[config.mk]
export PLATFORM = sky130hd
export DESIGN_NAME = fdx_runt_gate
export DESIGN_NICKNAME = d
export VERILOG_FILES = /design/src/rtl/fdx_pkg.sv /design/src/rtl/fdx_ctrl_reg.sv /design/src/rtl/fdx_mode_resolve.sv /design/src/rtl/fdx_len_counter.sv /design/src/rtl/fdx_frame_fsm.sv /design/src/rtl/fdx_runt_gate.sv
export SDC_FILE = /design/constraint.sdc
export NUM_CORES = 1
export LEC_CHECK = 0
export BUFFER_PORTS_ARGS = -buffer_cell sky130_fd_sc_hd__buf_2
export CAP_MARGIN = 10
export CORE_MARGIN = 1.5
export CORE_UTILIZATION = 30
export CTS_CLUSTER_DIAMETER = 80
export CTS_CLUSTER_SIZE = 8
export DETAILED_ROUTE_END_ITERATION = 8
export GPL_TIMING_DRIVEN = 0
export PLACE_DENSITY = 0.65
export SYNTH_ARGS = -nofsm -noshare
export SYNTH_HDL_FRONTEND = slang
export SYNTH_SLANG_ARGS = --single-unit
[constraint.sdc]
create_clock -name clk -period 2.4 [get_ports clk]
set_input_delay 0.24 -clock clk [delete_from_list [all_inputs] [get_ports clk]]
set_output_delay 0.24 -clock clk [all_outputs]
set_load 0.01 [all_outputs]
[src/rtl/fdx_pkg.sv]
package fdx_pkg;

    typedef enum logic [1:0] {
        PORT_TP   = 2'd0,
        PORT_AUI  = 2'd1,
        PORT_MII  = 2'd2,
        PORT_NONE = 2'd3
    } port_e;

    typedef enum logic [1:0] {
        ST_IDLE    = 2'd0,
        ST_HOLD    = 2'd1,
        ST_WAIT_WM = 2'd2,
        ST_STREAM  = 2'd3
    } rx_state_e;

    typedef struct packed {
        logic aui_fd;
        logic fd_en;
        logic runt_block;
    } dx_ctrl_t;

    localparam int unsigned CTRL_BITS = 3;

endpackage

[src/rtl/fdx_ctrl_reg.sv]
module fdx_ctrl_reg
    import fdx_pkg::*;
#(
    parameter int unsigned REG_W = 16
) (
    input  logic             clk,
    input  logic             rst_n,
    input  logic             wr_en,
    input  logic [REG_W-1:0] wdata,
    output dx_ctrl_t         ctrl,
    output logic [REG_W-1:0] rdata
);

    dx_ctrl_t ctrl_q;

    // Hard reset only; soft reset and stop are not connected here.
    always_ff @(posedge clk or negedge rst_n) begin
        if (!rst_n) begin
            ctrl_q <= '0;
        end else if (wr_en) begin
            ctrl_q.runt_block <= wdata[0];
            ctrl_q.fd_en      <= wdata[1];
            ctrl_q.aui_fd     <= wdata[2];
        end
    end

    always_comb begin
        rdata    = '0;
        rdata[0] = ctrl_q.runt_block;
        rdata[1] = ctrl_q.fd_en;
        rdata[2] = ctrl_q.aui_fd;
    end

    assign ctrl = ctrl_q;

endmodule

[src/rtl/fdx_mode_resolve.sv]
module fdx_mode_resolve
    import fdx_pkg::*;
(
    input  dx_ctrl_t   ctrl,
    input  logic [1:0] port_sel,
    input  logic       link_test_dis,
    output logic       full_dx,
    output logic       filt_now
);

    port_e port_v;

    always_comb begin
        port_v = port_e'(port_sel);
        full_dx = 1'b0;
        if (ctrl.fd_en) begin
            unique case (port_v)
                PORT_TP:   full_dx = !link_test_dis;
                PORT_AUI:  full_dx = ctrl.aui_fd;
                PORT_MII:  full_dx = 1'b1;
                PORT_NONE: full_dx = 1'b0;
                default:   full_dx = 1'b0;
            endcase
        end
        filt_now = full_dx && ctrl.runt_block;
    end

endmodule

[src/rtl/fdx_len_counter.sv]
module fdx_len_counter #(
    parameter int unsigned MIN_LEN = 64,
    localparam int unsigned CNT_W = $clog2(MIN_LEN + 1)
) (
    input  logic clk,
    input  logic rst_n,
    input  logic restart,
    input  logic abort,
    input  logic inc,
    output logic long_enough
);

    localparam logic [CNT_W-1:0] LIM = CNT_W'(MIN_LEN);

    logic [CNT_W-1:0] cnt_q;
    logic [CNT_W-1:0] base;
    logic [CNT_W-1:0] nxt;

    always_comb begin
        base = restart ? '0 : cnt_q;
        nxt  = (inc && (base < LIM)) ? base + 1'b1 : base;
        long_enough = (nxt >= LIM);
    end

    always_ff @(posedge clk or negedge rst_n) begin
        if (!rst_n) begin
            cnt_q <= '0;
        end else if (abort) begin
            cnt_q <= '0;
        end else begin
            cnt_q <= nxt;
        end
    end

endmodule

[src/rtl/fdx_frame_fsm.sv]
module fdx_frame_fsm
    import fdx_pkg::*;
(
    input  logic clk,
    input  logic rst_n,
    input  logic abort,
    input  logic byte_vld,
    input  logic eof,
    input  logic err,
    input  logic filt_now,
    input  logic long_enough,
    input  logic wm_hit,
    output logic restart,
    output logic dma_start,
    output logic frame_drop
);

    rx_state_e state_q;
    rx_state_e state_d;
    logic      filt_q;
    logic      filt;
    logic      fire_start;
    logic      fire_drop;
    logic      go_cond;

    assign restart = (state_q == ST_IDLE) && byte_vld && !abort;
    assign filt    = restart ? filt_now : filt_q;
    assign go_cond = filt ? long_enough : wm_hit;

    // Next state and pulse decisions
    always_comb begin
        state_d    = state_q;
        fire_start = 1'b0;
        fire_drop  = 1'b0;
        if (abort) begin
            state_d = ST_IDLE;
        end else begin
            unique case (state_q)
                ST_IDLE, ST_HOLD, ST_WAIT_WM: begin
                    if (state_q != ST_IDLE || byte_vld) begin
                        if (err) begin
                            fire_drop = 1'b1;
                            state_d   = ST_IDLE;
                        end else if (eof) begin
                            state_d = ST_IDLE;
                            if (filt && !long_enough) begin
                                fire_drop = 1'b1;
                            end else begin
                                fire_start = 1'b1;
                            end
                        end else if (go_cond) begin
                            fire_start = 1'b1;
                            state_d    = ST_STREAM;
                        end else begin
                            state_d = filt ? ST_HOLD : ST_WAIT_WM;
                        end
                    end
                end
                ST_STREAM: begin
                    if (err) begin
                        fire_drop = 1'b1;
                        state_d   = ST_IDLE;
                    end else if (eof) begin
                        state_d = ST_IDLE;
                    end
                end
                default: state_d = ST_IDLE;
            endcase
        end
    end

    // State register
    always_ff @(posedge clk or negedge rst_n) begin
        if (!rst_n) begin
            state_q <= ST_IDLE;
            filt_q  <= 1'b0;
        end else begin
            state_q <= state_d;
            if (restart) begin
                filt_q <= filt_now;
            end
        end
    end

    // Registered outputs
    always_ff @(posedge clk or negedge rst_n) begin
        if (!rst_n) begin
            dma_start  <= 1'b0;
            frame_drop <= 1'b0;
        end else begin
            dma_start  <= fire_start;
            frame_drop <= fire_drop;
        end
    end

endmodule

[src/rtl/fdx_runt_gate.sv]
module fdx_runt_gate
    import fdx_pkg::*;
#(
    parameter int unsigned REG_W   = 16,
    parameter int unsigned LVL_W   = 8,
    parameter int unsigned MIN_LEN = 64
) (
    input  logic             clk,
    input  logic             rst_n,
    input  logic             soft_rst,
    input  logic             stop_req,
    input  logic             reg_wr_en,
    input  logic [REG_W-1:0] reg_wdata,
    output logic [REG_W-1:0] reg_rdata,
    input  logic [1:0]       port_sel,
    input  logic             link_test_dis,
    input  logic             rx_byte_vld,
    input  logic             rx_eof,
    input  logic             rx_err,
    input  logic [LVL_W-1:0] fifo_level,
    input  logic [LVL_W-1:0] fifo_wmark,
    output logic             full_duplex,
    output logic             dma_start,
    output logic             frame_drop
);

    dx_ctrl_t ctrl;
    logic     filt_now;
    logic     long_enough;
    logic     restart;
    logic     abort;
    logic     wm_hit;

    assign abort  = soft_rst || stop_req;
    assign wm_hit = (fifo_level >= fifo_wmark);

    fdx_ctrl_reg #(.REG_W(REG_W)) reg_i (
        .clk   (clk),
        .rst_n (rst_n),
        .wr_en (reg_wr_en),
        .wdata (reg_wdata),
        .ctrl  (ctrl),
        .rdata (reg_rdata)
    );

    fdx_mode_resolve mode_i (
        .ctrl          (ctrl),
        .port_sel      (port_sel),
        .link_test_dis (link_test_dis),
        .full_dx       (full_duplex),
        .filt_now      (filt_now)
    );

    fdx_len_counter #(.MIN_LEN(MIN_LEN)) cnt_i (
        .clk         (clk),
        .rst_n       (rst_n),
        .restart     (restart),
        .abort       (abort),
        .inc         (rx_byte_vld),
        .long_enough (long_enough)
    );

    fdx_frame_fsm fsm_i (
        .clk         (clk),
        .rst_n       (rst_n),
        .abort       (abort),
        .byte_vld    (rx_byte_vld),
        .eof         (rx_eof),
        .err         (rx_err),
        .filt_now    (filt_now),
        .long_enough (long_enough),
        .wm_hit      (wm_hit),
        .restart     (restart),
        .dma_start   (dma_start),
        .frame_drop  (frame_drop)
    );

endmodule

After elaboration in Yosys (flattened, before gate mapping) --
Cells that the tools add are included.
Word-level totals: output and inout bits 19, bits in registers 15, word-level logic and storage cells 65, bits of input ports 43
Operators by class: add/sub/neg operators 1, equal/unequal tests 8, mux-type cells 30, reductions and logical operators 15, order comparisons 3
Operator list (number):
- 2-to-1 mux 7 bit | 3
- 2-to-1 mux 1 bit | 16
- 2-to-1 mux 2 bit | 8
- equality test 2 bit, second input constant | 4
- >= comparator 8 bit | 1
- adder 7 x 1 -> 7 bit, second input constant | 1
- >= comparator 7 bit, second input constant | 1
- < comparator 7 bit, second input constant | 1
- logical AND 1 bit | 5
- equality test 2 x 1 -> 1 bit, second input constant | 2
- logical NOT 2 bit | 2
- inequality test 4 x 3 -> 1 bit, second input constant | 1
- one-hot mux 1 bit (4 select lines) | 1
- one-hot mux 2 bit (2 select lines) | 1
- logical NOT 1 bit | 3
- inequality test 3 x 1 -> 1 bit, second input constant | 1
- OR reduction 3 bit | 1
- logical OR 1 bit | 2
- one-hot mux 1 bit (2 select lines) | 1
- AND reduction 2 bit | 1
- nonzero test 2 bit | 1

Depth between registers and ports, before layout --
Gate-level depths: netlist of run 1.
depth in word-level cells 16, gate-level depth with buffers 9, depth with buffers taken out 9

Modules after synthesis --
Synthesis of run 1 repeated with hierarchy kept, for this count alone.
Unflattened totals: cell total of the unflattened synthesis 119, area, all modules 1123.6 um2
By module, submodules not included:
- fdx_len_counter | cells each 43, instances 1, area each 404.1 um2, seq. area each 175.2 um2
- fdx_frame_fsm | cells each 22, instances 1, area each 250.2 um2, seq. area each 125.1 um2
- fdx_ctrl_reg | cells each 23, instances 1, area each 232.7 um2, seq. area each 75.1 um2
- fdx_runt_gate | cells each 26, instances 1, area each 203.9 um2, seq. area each 0.0 um2
- fdx_mode_resolve | cells each 5, instances 1, area each 32.5 um2, seq. area each 0.0 um2

Worst setup path before layout of run 1 --
No wires, ideal clock.
path kind register -> register, start point register fsm_i.state_q[1], end point register fsm_i.state_q[1], stages on the path, launching flop included 10, required time 2.277 ns, period minus slack after synthesis 1.775 ns, data arrival time 1.652 ns, slack 0.625 ns, cells stage by stage dfrtp_1 nor3b_2 nand2_1 and2_1 ha_1 nand2_1 o21a_1 a32oi_1 o21ai_0 a21oi_1
On the way: word-level cells in the longest chain between the ends 15, elaborated cells on any way between the ends 27, those cells by class add/sub (1); order compare (2); eq/ne (5); mux (11); reduce/logical (8)
Ends and longest elaborated chain:
- start: declaration | line fdx_frame_fsm.sv:18 | rx_state_e state_q;
- start signal: assignment | line fdx_frame_fsm.sv:78 | state_q <= state_d;
- logical NOT 2 bit | line fdx_frame_fsm.sv:26, fdx_frame_fsm.sv:38
- logical AND 1 bit (2 in series) | line fdx_frame_fsm.sv:26 | assign restart = (state_q == ST_IDLE) && byte_vld && !abort;
- 2-to-1 mux 7 bit | line fdx_len_counter.sv:20 | base = restart ? '0 : cnt_q;
- < comparator 7 bit | line fdx_len_counter.sv:21 | nxt = (inc && (base < LIM)) ? base + 1'b1 : base;
- logical AND 1 bit | line fdx_len_counter.sv:21
- 2-to-1 mux 7 bit | line fdx_len_counter.sv:21
- >= comparator 7 bit | line fdx_len_counter.sv:22 | long_enough = (nxt >= LIM);
- 2-to-1 mux 1 bit | line fdx_frame_fsm.sv:28 | assign go_cond = filt ? long_enough : wm_hit;
- 2-to-1 mux 2 bit | line fdx_frame_fsm.sv:51 | end else if (go_cond) begin
- 2-to-1 mux 2 bit | line fdx_frame_fsm.sv:44 | end else if (eof) begin
- 2-to-1 mux 2 bit | line fdx_frame_fsm.sv:41 | if (err) begin
- 2-to-1 mux 2 bit | line fdx_frame_fsm.sv:40 | if (state_q != ST_IDLE || byte_vld) begin
- one-hot mux 2 bit (2 select lines) | line fdx_frame_fsm.sv:38 | unique case (state_q)
- 2-to-1 mux 2 bit | line fdx_frame_fsm.sv:35 | if (abort) begin
Several ways; a longest one is shown, not always the timed one. The select of a mux whose other input is x is not followed. A chain may end at the register's enable or synchronous reset.

Worst setup path after layout of run 1 --
Same ends and word-level chain as after synthesis.

==> impl_metrics.csv, run 1 <==
group,metric,value,unit
run_status,status,"finished, final reports clean",
setup_path,ff2ff_setup_slack,400,ps
place,hpwlAfterDp,1630,microns
timing,fin_crit_sh,83.5,%
pwr,ir_worst_vdd,0.181,mV
flow_run,cap_violations,0,
setup_path,cp-start-kind,"flop",
logic_synthesis,yosysSeqAreaShare,35.5,%
clocking,cts_tree,"built",
timing,finalHoldViolCount,0,
clocking,post_cts_resized,0,
timing,rsz0062_at_grt,"false",
clocking,root_buffer,"clkbuf_4",
routing,drt-initial-drc-count,13,
layout,diodes,0,
clocking,cts_setup_buffers,0,
setup_path,worst_setup_path_end_kind,"flop",
routing,wire_per_inst,8.97,microns
routing,via_per_inst,4.28,
grt,grt_max_degree,16,
logic_synthesis,synth_seq_cells,15,
layout,nets,222,
pwr,p_leak,0.733,nW
grt,antenna_found_initial,0,
grt,grt_pass1_wl,3330,microns
pwr,p_per_area,394,mW/mm^2
clocking,clock_sinks,15,
grt,grt_pass1_vias,830,
timing,fin_skew,2.02,ps
clocking,clockBufferDepth,2,
setup_path,ff2ff_path_depth,9,
hold_path,min_to,"reg_i.ctrl[1]",
routing,detail-route-antenna-nets,0,
timing,tns,0,ps
routing,vias,920,
setup_path,cp_max_fo,5,
logic_synthesis,syn_avg_cell_area,9.04,sq um
logic_synthesis,ys_warn_count,0,
floorplan,pin_count,62,
setup_path,worst-setup-path-type,"flop to flop",
timing,setup_viol,0,
routing,drc,0,
clocking,clk_pin_slew,90,ps
layout,syn2layout_area_growth,29.7,%
setup_path,worst_ep_required_time,2580,ps
logic_synthesis,synth_area_leader_cell,"dfrtp_1",
hold_path,min_path_type,"primary input to flop",
floorplan,fp.dieH,62.4,microns
place,gp_congestion,0.729,
logic_synthesis,synth_cell_types,37,
floorplan,initial_utilization,31.4,%
clocking,clk_latency,280,ps
hold_path,holdPathStages,3,
grt,overflow,0,
place,port_buffers,35,
clocking,cts_max_level,1,
floorplan,dieArea,0.00389,sq mm
layout,layout-drive-gt1-share,34.3,%
grt,track_usage,10.4,%
timing,hold_slack,159,ps
logic_synthesis,syn_area,0.00106,sq mm
setup_path,reg2reg_to,"fsm_i.state_q[1]",
timing,max_freq,0.499,GHz
logic_synthesis,synth_area_leaders,"dfrtp_1, ha_1, buf_4",
floorplan,core-area,0.00336,sq mm
clocking,holdBufCountCts,1,
logic_synthesis,synth_top_cell_area_share,35.5,%
timing,drv_slew,0,
setup_path,worstPathArrival,2180,ps
floorplan,rows,21,
clocking,numCtsBuffers,3,
hold_path,min_from,"reg_wdata[1]",
timing,fin_crit,2000,ps
routing,wirelength,1930,microns
logic_synthesis,syn_inst,117,
routing,dr.pass1.iters,4,
floorplan,fp.dieW,62.4,microns
setup_path,r2r_start,"fsm_i.state_q[1]",
cell families (layout without fill, tap and decap cells):
group | Yosys count | count (layout) | share of synthesized area [%]
muxes | 3 | 3 | 3.20
and+or+nand+nor | 36 | 36 | 17.6
adders and majority gates | 9 | 9 | 10.7
DFF | 15 | 15 | 35.5
AOI/OAI and AO/OA | 24 | 24 | 16.3
buffers and inverters | 26 | 66 | 13.8
xor gates and xnor gates | 3 | 3 | 2.49
other | 1 | 13 | 0.355
synth_stat cells (all sizes together):
library cell  number
nor3               2
a2111oi            1
o21bai             1
ha                 9
a22oi              1
nor3b              3
dfrtp             15
a21oi              3
mux2               3
a311oi             1
a31o               1
conb               1
or2                1
o311a              1
and3               1
and2               3
o21a               2
a21boi             2
a32oi              1
nand2              9
and3b              1
nor2              10
o21ai              6
a211o              1
nand3              2
xnor2              1
inv               12
o31a               1
buf               14
nand4              1
a211oi             2
nor4b              1
nand2b             2
xor2               2
area by class of cell:
cell class / count / area, sq um
fill: 373 / 1990
multi-input combinational: 88 / 581
sequential: 15 / 375
timing repair buffer: 36 / 185
buffer: 14 / 101
tap: 46 / 57.6
inverter: 12 / 45.0
clock buffer: 4 / 26.3
routing by layer:
| layer | global-route usage (%) | wire length (microns) |
|---|---|---|
| met5 | 0 | 0 |
| met4 | 4.17 | 23 |
| met3 | 2.17 | 83 |
| met2 | 18.5 | 958 |
| met1 | 12.1 | 863 |
sequential cells by signal, indices dropped and copies added (netlist names):
register and cells:
cnt_i.cnt_q 7, fsm_i.dma_start 1, fsm_i.frame_drop 1, reg_i.ctrl 3, fsm_i.filt_q 1, fsm_i.state_q 2
worst max-delay path: stages (launching register included):
cell	delay, ps
dfrtp_1	430
nor3b_2	240
nand2_1	160
and2_1	220
ha_1	210
nand2_1	110
o21a_1	170
a32oi_1	110
o21ai_0	190
a21oi_1	60
per-stage QoR:
step	cell area, sq um	util [%]	setup WS (ps)	cells	total power, W
3_3_place_gp	1340	39.7	330	210	0.000401
5_1_grt	1370	40.8	78.0	215	0.000579
3_5_place_dp	1340	39.7	345	210	0.000402
4_1_cts	1370	40.8	377	215	0.000548
6_report	1370	40.8	396	215	0.000541
2_1_floorplan	1100	-	625	129	0.000352
cells in the final DEF, fill, tap and decap left out, types with 2 or more instances in the layout:
cell      instances
a21boi_1          2
a21oi_1           3
and2_1            3
buf_2            35
buf_4            13
clkbuf_4          3
conb_1           13
dfrtp_1          15
ha_1              9
inv_1            12
mux2_2            3
nand2_1           9
nand2b_1          2
nand3_1           2
nor2_1           10
nor3_1            2
nor3b_1           2
o21a_1            2
o21ai_0           6
xor2_1            2
worst max path at each step:
| stage | slack, ps | start | cells past startpoint | end |
|---|---|---|---|---|
| 5_1_grt | 80 | fsm_i.state_q[0] | 9 | fsm_i.state_q[1] |
| 4_1_cts | 380 | fsm_i.state_q[0] | 9 | fsm_i.state_q[1] |
| 3_5_place_dp | 350 | rx_byte_vld | 10 | fsm_i.state_q[1] |
| 3_3_place_gp | 330 | rx_byte_vld | 10 | fsm_i.state_q[1] |
| 2_1_floorplan | 620 | fsm_i.state_q[1] | 9 | fsm_i.state_q[1] |
| 6_report | 400 | fsm_i.state_q[1] | 9 | fsm_i.state_q[1] |
where the power goes:
part / switching [W] / internal, W
clock network: 0.0000788 / 0.0000646
logic: 0.0000649 / 0.0000653
registers: 0.00000540 / 0.000262
Note: power is estimated with default switching activity, not from simulation.
==> run 2, diff against run 1 <==
--- a/config.mk
+++ b/config.mk
@@ -13,7 +13,7 @@
 export CTS_CLUSTER_SIZE = 8
 export DETAILED_ROUTE_END_ITERATION = 8
 export GPL_TIMING_DRIVEN = 0
-export PLACE_DENSITY = 0.65
+export PLACE_DENSITY = 0.67
 export SYNTH_ARGS = -nofsm -noshare
 export SYNTH_HDL_FRONTEND = slang
 export SYNTH_SLANG_ARGS = --single-unit
==> constraint.sdc (replaced) <==
create_clock -name clk -period 1.72 [get_ports clk]
set_input_delay 0.172 -clock clk [delete_from_list [all_inputs] [get_ports clk]]
set_output_delay 0.172 -clock clk [all_outputs]
set_load 0.01 [all_outputs]
==> impl_metrics.csv, run 2 (synthesis gave the netlist of run 1 again) <==
group,metric,value,unit
routing,via_per_inst,4.28,
setup_path,worstPathArrival,1920,ps
grt,overflow,0,
timing,max_freq,0.573,GHz
layout,diodes,0,
layout,final_cell_mix,"buf_2, buf_4, dfrtp_1",
timing,drv_slew,0,
clocking,clk_latency,290,ps
floorplan,fp.dieW,62.4,microns
clocking,clock_sinks,15,
timing,fin_crit_sh,101,%
place,hpwlAfterDp,1770,microns
pwr,ir_worst_vdd,0.209,mV
setup_path,worst-setup-path-type,"flop to flop",
routing,wire_per_inst,9.99,microns
place,pre_cts_slack,-168,ps
timing,fin_crit,1740,ps
setup_path,worst_ep_required_time,1900,ps
grt,grt_pass1_vias,906,
flow_run,cap_violations,0,
floorplan,core-area,0.00336,sq mm
clocking,root_buffer,"clkbuf_4",
timing,fin_skew,3.51,ps
pwr,p_per_area,530,mW/mm^2
place,port_buffers,35,
setup_path,cp-start-kind,"flop",
routing,dr.pass1.iters,4,
setup_path,ff2ff_setup_slack,-20,ps
floorplan,dieArea,0.00389,sq mm
clocking,clk_pin_slew,100,ps
setup_path,r2r_start,"fsm_i.state_q[0]",
routing,vias,955,
timing,setup_viol,2,
hold_path,min_path_type,"primary input to flop",
floorplan,pin_count,62,
layout,layout-drive-gt1-share,41.8,%
hold_path,min_from,"reg_wdata[1]",
clocking,clockBufferDepth,2,
floorplan,initial_utilization,31.4,%
routing,drt-initial-drc-count,31,
routing,drc,0,
setup_path,worst_setup_path_end_kind,"flop",
layout,largest_reg_flops,7,
grt,track_usage,11.8,%
layout,final_common_cell,"buf_2",
run_status,violations,"negative setup slack",
place,gp_congestion,0.744,
run_status,status,"complete, but fails checks",
clocking,numCtsBuffers,3,
layout,regMostFlops,"cnt_i.cnt_q",
timing,rsz0062_at_grt,"true",
routing,wirelength,2230,microns
layout,syn2layout_area_growth,39.9,%
pwr,p_leak,0.791,nW
timing,finalHoldViolCount,0,
timing,fin_ws,-24.9,ps
clocking,cts_tree,"built",
floorplan,rows,21,
setup_path,reg2reg_to,"fsm_i.state_q[1]",
hold_path,min_to,"reg_i.ctrl[1]",
hold_path,holdPathStages,3,
routing,detail-route-antenna-nets,0,
setup_path,cp_max_fo,4,
layout,nets,230,
grt,grt_max_degree,16,
floorplan,fp.dieH,62.4,microns
setup_path,ff2ff_path_depth,9,
layout,fin_util,44.0,%
clocking,cts_max_level,1,
grt,antenna_found_initial,0,
grt,grt_pass1_wl,3740,microns
## run 2: power breakdown
part / total, W / internal [W] / switching [W]
combinational: 0.000201 / 0.000102 / 0.0000985
sequential: 0.000374 / 0.000365 / 0.00000868
clock: 0.000209 / 0.0000884 / 0.000121
## run 2: repair_timing
item | 4_1_cts | 5_1_grt
pin swaps | 6 | 7
buffers inserted | 6 | 2
setup endpoints to repair | 4 | 5
hold buffers | 1 | 0
endpoints found under the hold margin | 15 | 0
gates resized for setup | 5 | 1
## run 2: cell type report
cell class / count / area, sq um
clock inverter: 1 / 7.51
inverter: 12 / 45.0
buffer: 14 / 101
multi-input combinational: 88 / 624
timing repair buffer: 44 / 245
clock buffer: 3 / 22.5
tap: 46 / 57.6
fill: 369 / 1880
sequential: 15 / 375
## run 2: how the worst max path moves through the flow
| stage | startpoint | endpoint | slack [ps] | cells after the start |
|---|---|---|---|---|
| floorplan | fsm_i.state_q[0] | cnt_i.cnt_q[2] | 20 | 9 |
| global placement | fsm_i.state_q[0] | fsm_i.frame_drop | -150 | 9 |
| detailed placement | fsm_i.state_q[0] | fsm_i.state_q[1] | -170 | 9 |
| CTS | fsm_i.state_q[1] | fsm_i.state_q[1] | -10 | 9 |
| global route | fsm_i.state_q[0] | cnt_i.cnt_q[2] | -130 | 9 |
| finish | fsm_i.state_q[0] | fsm_i.state_q[1] | -20 | 9 |
## run 2: critical path, stage by stage, from the launching register on
cell and delay [ps]:
dfrtp_1 400, nor3b_2 250, nand2_2 110, and2_4 170, ha_4 160, nand2_4 70, o21a_1 180, a32oi_2 90
o21ai_1 150, a21oi_1 50
## run 2: per-stage QoR
step / setup TNS, ps / hold WS (ps) / std cells / power [W] / cell area [sq um]
final: -47.7 / 82.7 / 223 / 0.000784 / 1480
after global routing: -378 / 77.6 / 223 / 0.000843 / 1480
after detailed placement: -556 / 96.2 / 210 / 0.000569 / 1360
after global placement: -477 / 99.3 / 210 / 0.000567 / 1360
after CTS: -18.0 / 76.9 / 221 / 0.000789 / 1460
after floorplan: 0 / -124 / 129 / 0.000497 / 1130
## run 2: layer usage
metal | GRT usage (%) | vias up | share of wire, %
li1 | - | 497 | -
met1 | 13.4 | 426 | 40
met2 | 21.1 | 30 | 52
met3 | 4.53 | 2 | 7.6
met4 | 2.50 | 0 | 0.58
met5 | 0 | - | 0
==> run 3, diff against run 2 <==
--- a/config.mk
+++ b/config.mk
@@ -13,7 +13,7 @@
 export CTS_CLUSTER_SIZE = 8
 export DETAILED_ROUTE_END_ITERATION = 8
 export GPL_TIMING_DRIVEN = 0
-export PLACE_DENSITY = 0.67
+export PLACE_DENSITY = 0.65
 export SYNTH_ARGS = -nofsm -noshare
 export SYNTH_HDL_FRONTEND = slang
 export SYNTH_SLANG_ARGS = --single-unit
==> constraint.sdc (replaced) <==
create_clock -name clk -period 1.95 [get_ports clk]
set_input_delay 0.195 -clock clk [delete_from_list [all_inputs] [get_ports clk]]
set_output_delay 0.195 -clock clk [all_outputs]
set_load 0.01 [all_outputs]
==> impl_metrics.csv, run 3 (synthesis gave the netlist of run 1 again) <==
group,metric,value,unit
run_status,status,"finished, final reports clean",
grt,track_usage,10.4,%
clocking,numCtsBuffers,3,
clocking,cts_tree,"built",
setup_path,path_cells,"nor3b_2, nand2_2, and2_4, ha_4, nand2_2, o21ai_0, mux2_2, o31a_1, nor2_1",
setup_path,slowest_stage,"dfrtp_1",
routing,detail-route-antenna-nets,0,
timing,setup_viol,0,
clocking,cts_max_level,1,
routing,wirelength,1970,microns
routing,dr.pass1.iters,4,
hold_path,min_from,"reg_wdata[1]",
pwr,power,0.000674,W
setup_path,cp-start-kind,"flop",
setup_path,r2r_start,"fsm_i.state_q[1]",
layout,largest_reg_flops,7,
floorplan,fp.dieW,62.4,microns
grt,overflow,0,
pwr,ir_worst_vdd,0.233,mV
setup_path,worst_ep_required_time,2170,ps
layout,fin_util,42.2,%
routing,vias,934,
layout,nets,224,
timing,fin_crit,1800,ps
grt,grt_pass1_wl,3330,microns
routing,drc,0,
setup_path,crit_buf_inv,0,
grt,grt_pass1_vias,832,
timing,max_freq,0.554,GHz
routing,wire_per_inst,9.09,microns
grt,antenna_found_initial,0,
setup_path,critPathLaunch,"fsm_i.state_q[1]",
floorplan,fp.dieH,62.4,microns
floorplan,initial_utilization,31.4,%
clocking,clk_latency,280,ps
hold_path,min_path_type,"primary input to flop",
pwr,p_leak,0.744,nW
layout,diodes,0,
setup_path,worstPathArrival,2030,ps
layout,layout-drive-gt1-share,39.2,%
timing,hold_slack,115,ps
place,port_buffers,35,
clocking,clk_pin_slew,90,ps
layout,fill_cells,373,
setup_path,cpPeakStageDelay,440,ps
setup_path,worst-setup-path-type,"flop to flop",
timing,drv_slew,0,
setup_path,worst_setup_path_end_kind,"flop",
setup_path,critPathTopFamily,"simple AND/OR/NAND/NOR gates",
layout,syn2layout_area_growth,34.1,%
clocking,root_buffer,"clkbuf_4",
clocking,clock_sinks,15,
timing,fin_skew,2.14,ps
pwr,p_per_area,476,mW/mm^2
timing,finalHoldViolCount,0,
layout,regMostFlops,"cnt_i.cnt_q",
floorplan,core-area,0.00336,sq mm
flow_run,cap_violations,0,
routing,drt-initial-drc-count,15,
floorplan,pin_count,62,
floorplan,dieArea,0.00389,sq mm
place,hpwlAfterDp,1630,microns
clocking,clockBufferDepth,2,
floorplan,rows,21,
place,gp_congestion,0.729,
layout,final_common_cell,"buf_2",
setup_path,cp_max_fo,5,
setup_path,cp_common_cell,"nand2_2",
routing,via_per_inst,4.30,
grt,grt_max_degree,16,
timing,fin_crit_sh,92.5,%
timing,rsz0062_at_grt,"false",
layout,final_cell_mix,"buf_2, buf_4, dfrtp_1",
run 3: final cells by class:
type	count	area, sq um	area share, %
Tap cell	46	57.6	4.06
Timing Repair Buffer	38	200	14.1
Multi-Input combinational cell	88	611	43.1
Clock buffer	4	26.3	1.85
Sequential cell	15	377	26.6
Buffer	14	101	7.15
Inverter	12	45.0	3.18
run 3: layer usage:
metal / track usage (%) / wire [microns] / share of wire (%)
met1: 12.1 / 884 / 45
met4: 4.17 / 23 / 1.2
met2: 18.5 / 986 / 50
met3: 2.17 / 78 / 4.0
met5: 0 / 0 / 0
run 3: worst min-delay path: cells and delay by family:
family	cells	cell delay (ps)
compound gates	1	60
simple gates	1	40
buf+inv	1	70
run 3: worst paths after layout:
path | to | slack (ps) | depth (start not counted)
min | reg_i.ctrl[1] | 110 | 3
min in group asynchronous | fsm_i.state_q[1] | 330 | 2
max | cnt_i.cnt_q[2] | 150 | 9
min reg2reg | reg_i.ctrl[2] | 560 | 1
max reg2reg | cnt_i.cnt_q[2] | 150 | 9
max in group asynchronous | fsm_i.state_q[0] | 1350 | 2
run 3: what timing repair did:
action | in CTS | in global routing
endpoints found under the hold margin | 15 | 0
gates resized for setup | 2 | 8
hold buffers | 1 | 0
setup endpoints to repair | 3 | 4
buffers inserted | 1 | 1
pin swaps | 1 | 4
run 3: per-stage QoR:
| stage | cell area (sq um) | setup TNS [ps] | worst slack [ps] | std cells |
|---|---|---|---|---|
| final | 1420 | 0 | 146 | 217 |
| after global routing | 1420 | 0 | 7.65 | 217 |
| after CTS | 1390 | 0 | 3.29 | 216 |
| after detailed placement | 1340 | -106 | -59.6 | 210 |
| after global placement | 1340 | -137 | -75.3 | 210 |
| after floorplan | 1100 | 0 | 175 | 129 |
run 3: power breakdown:
part	leakage (nW)	switching (W)	internal (W)
clock	0.0150	0.0000968	0.0000794
sequential	0.200	0.00000732	0.000322
combinational	0.529	0.0000830	0.0000856
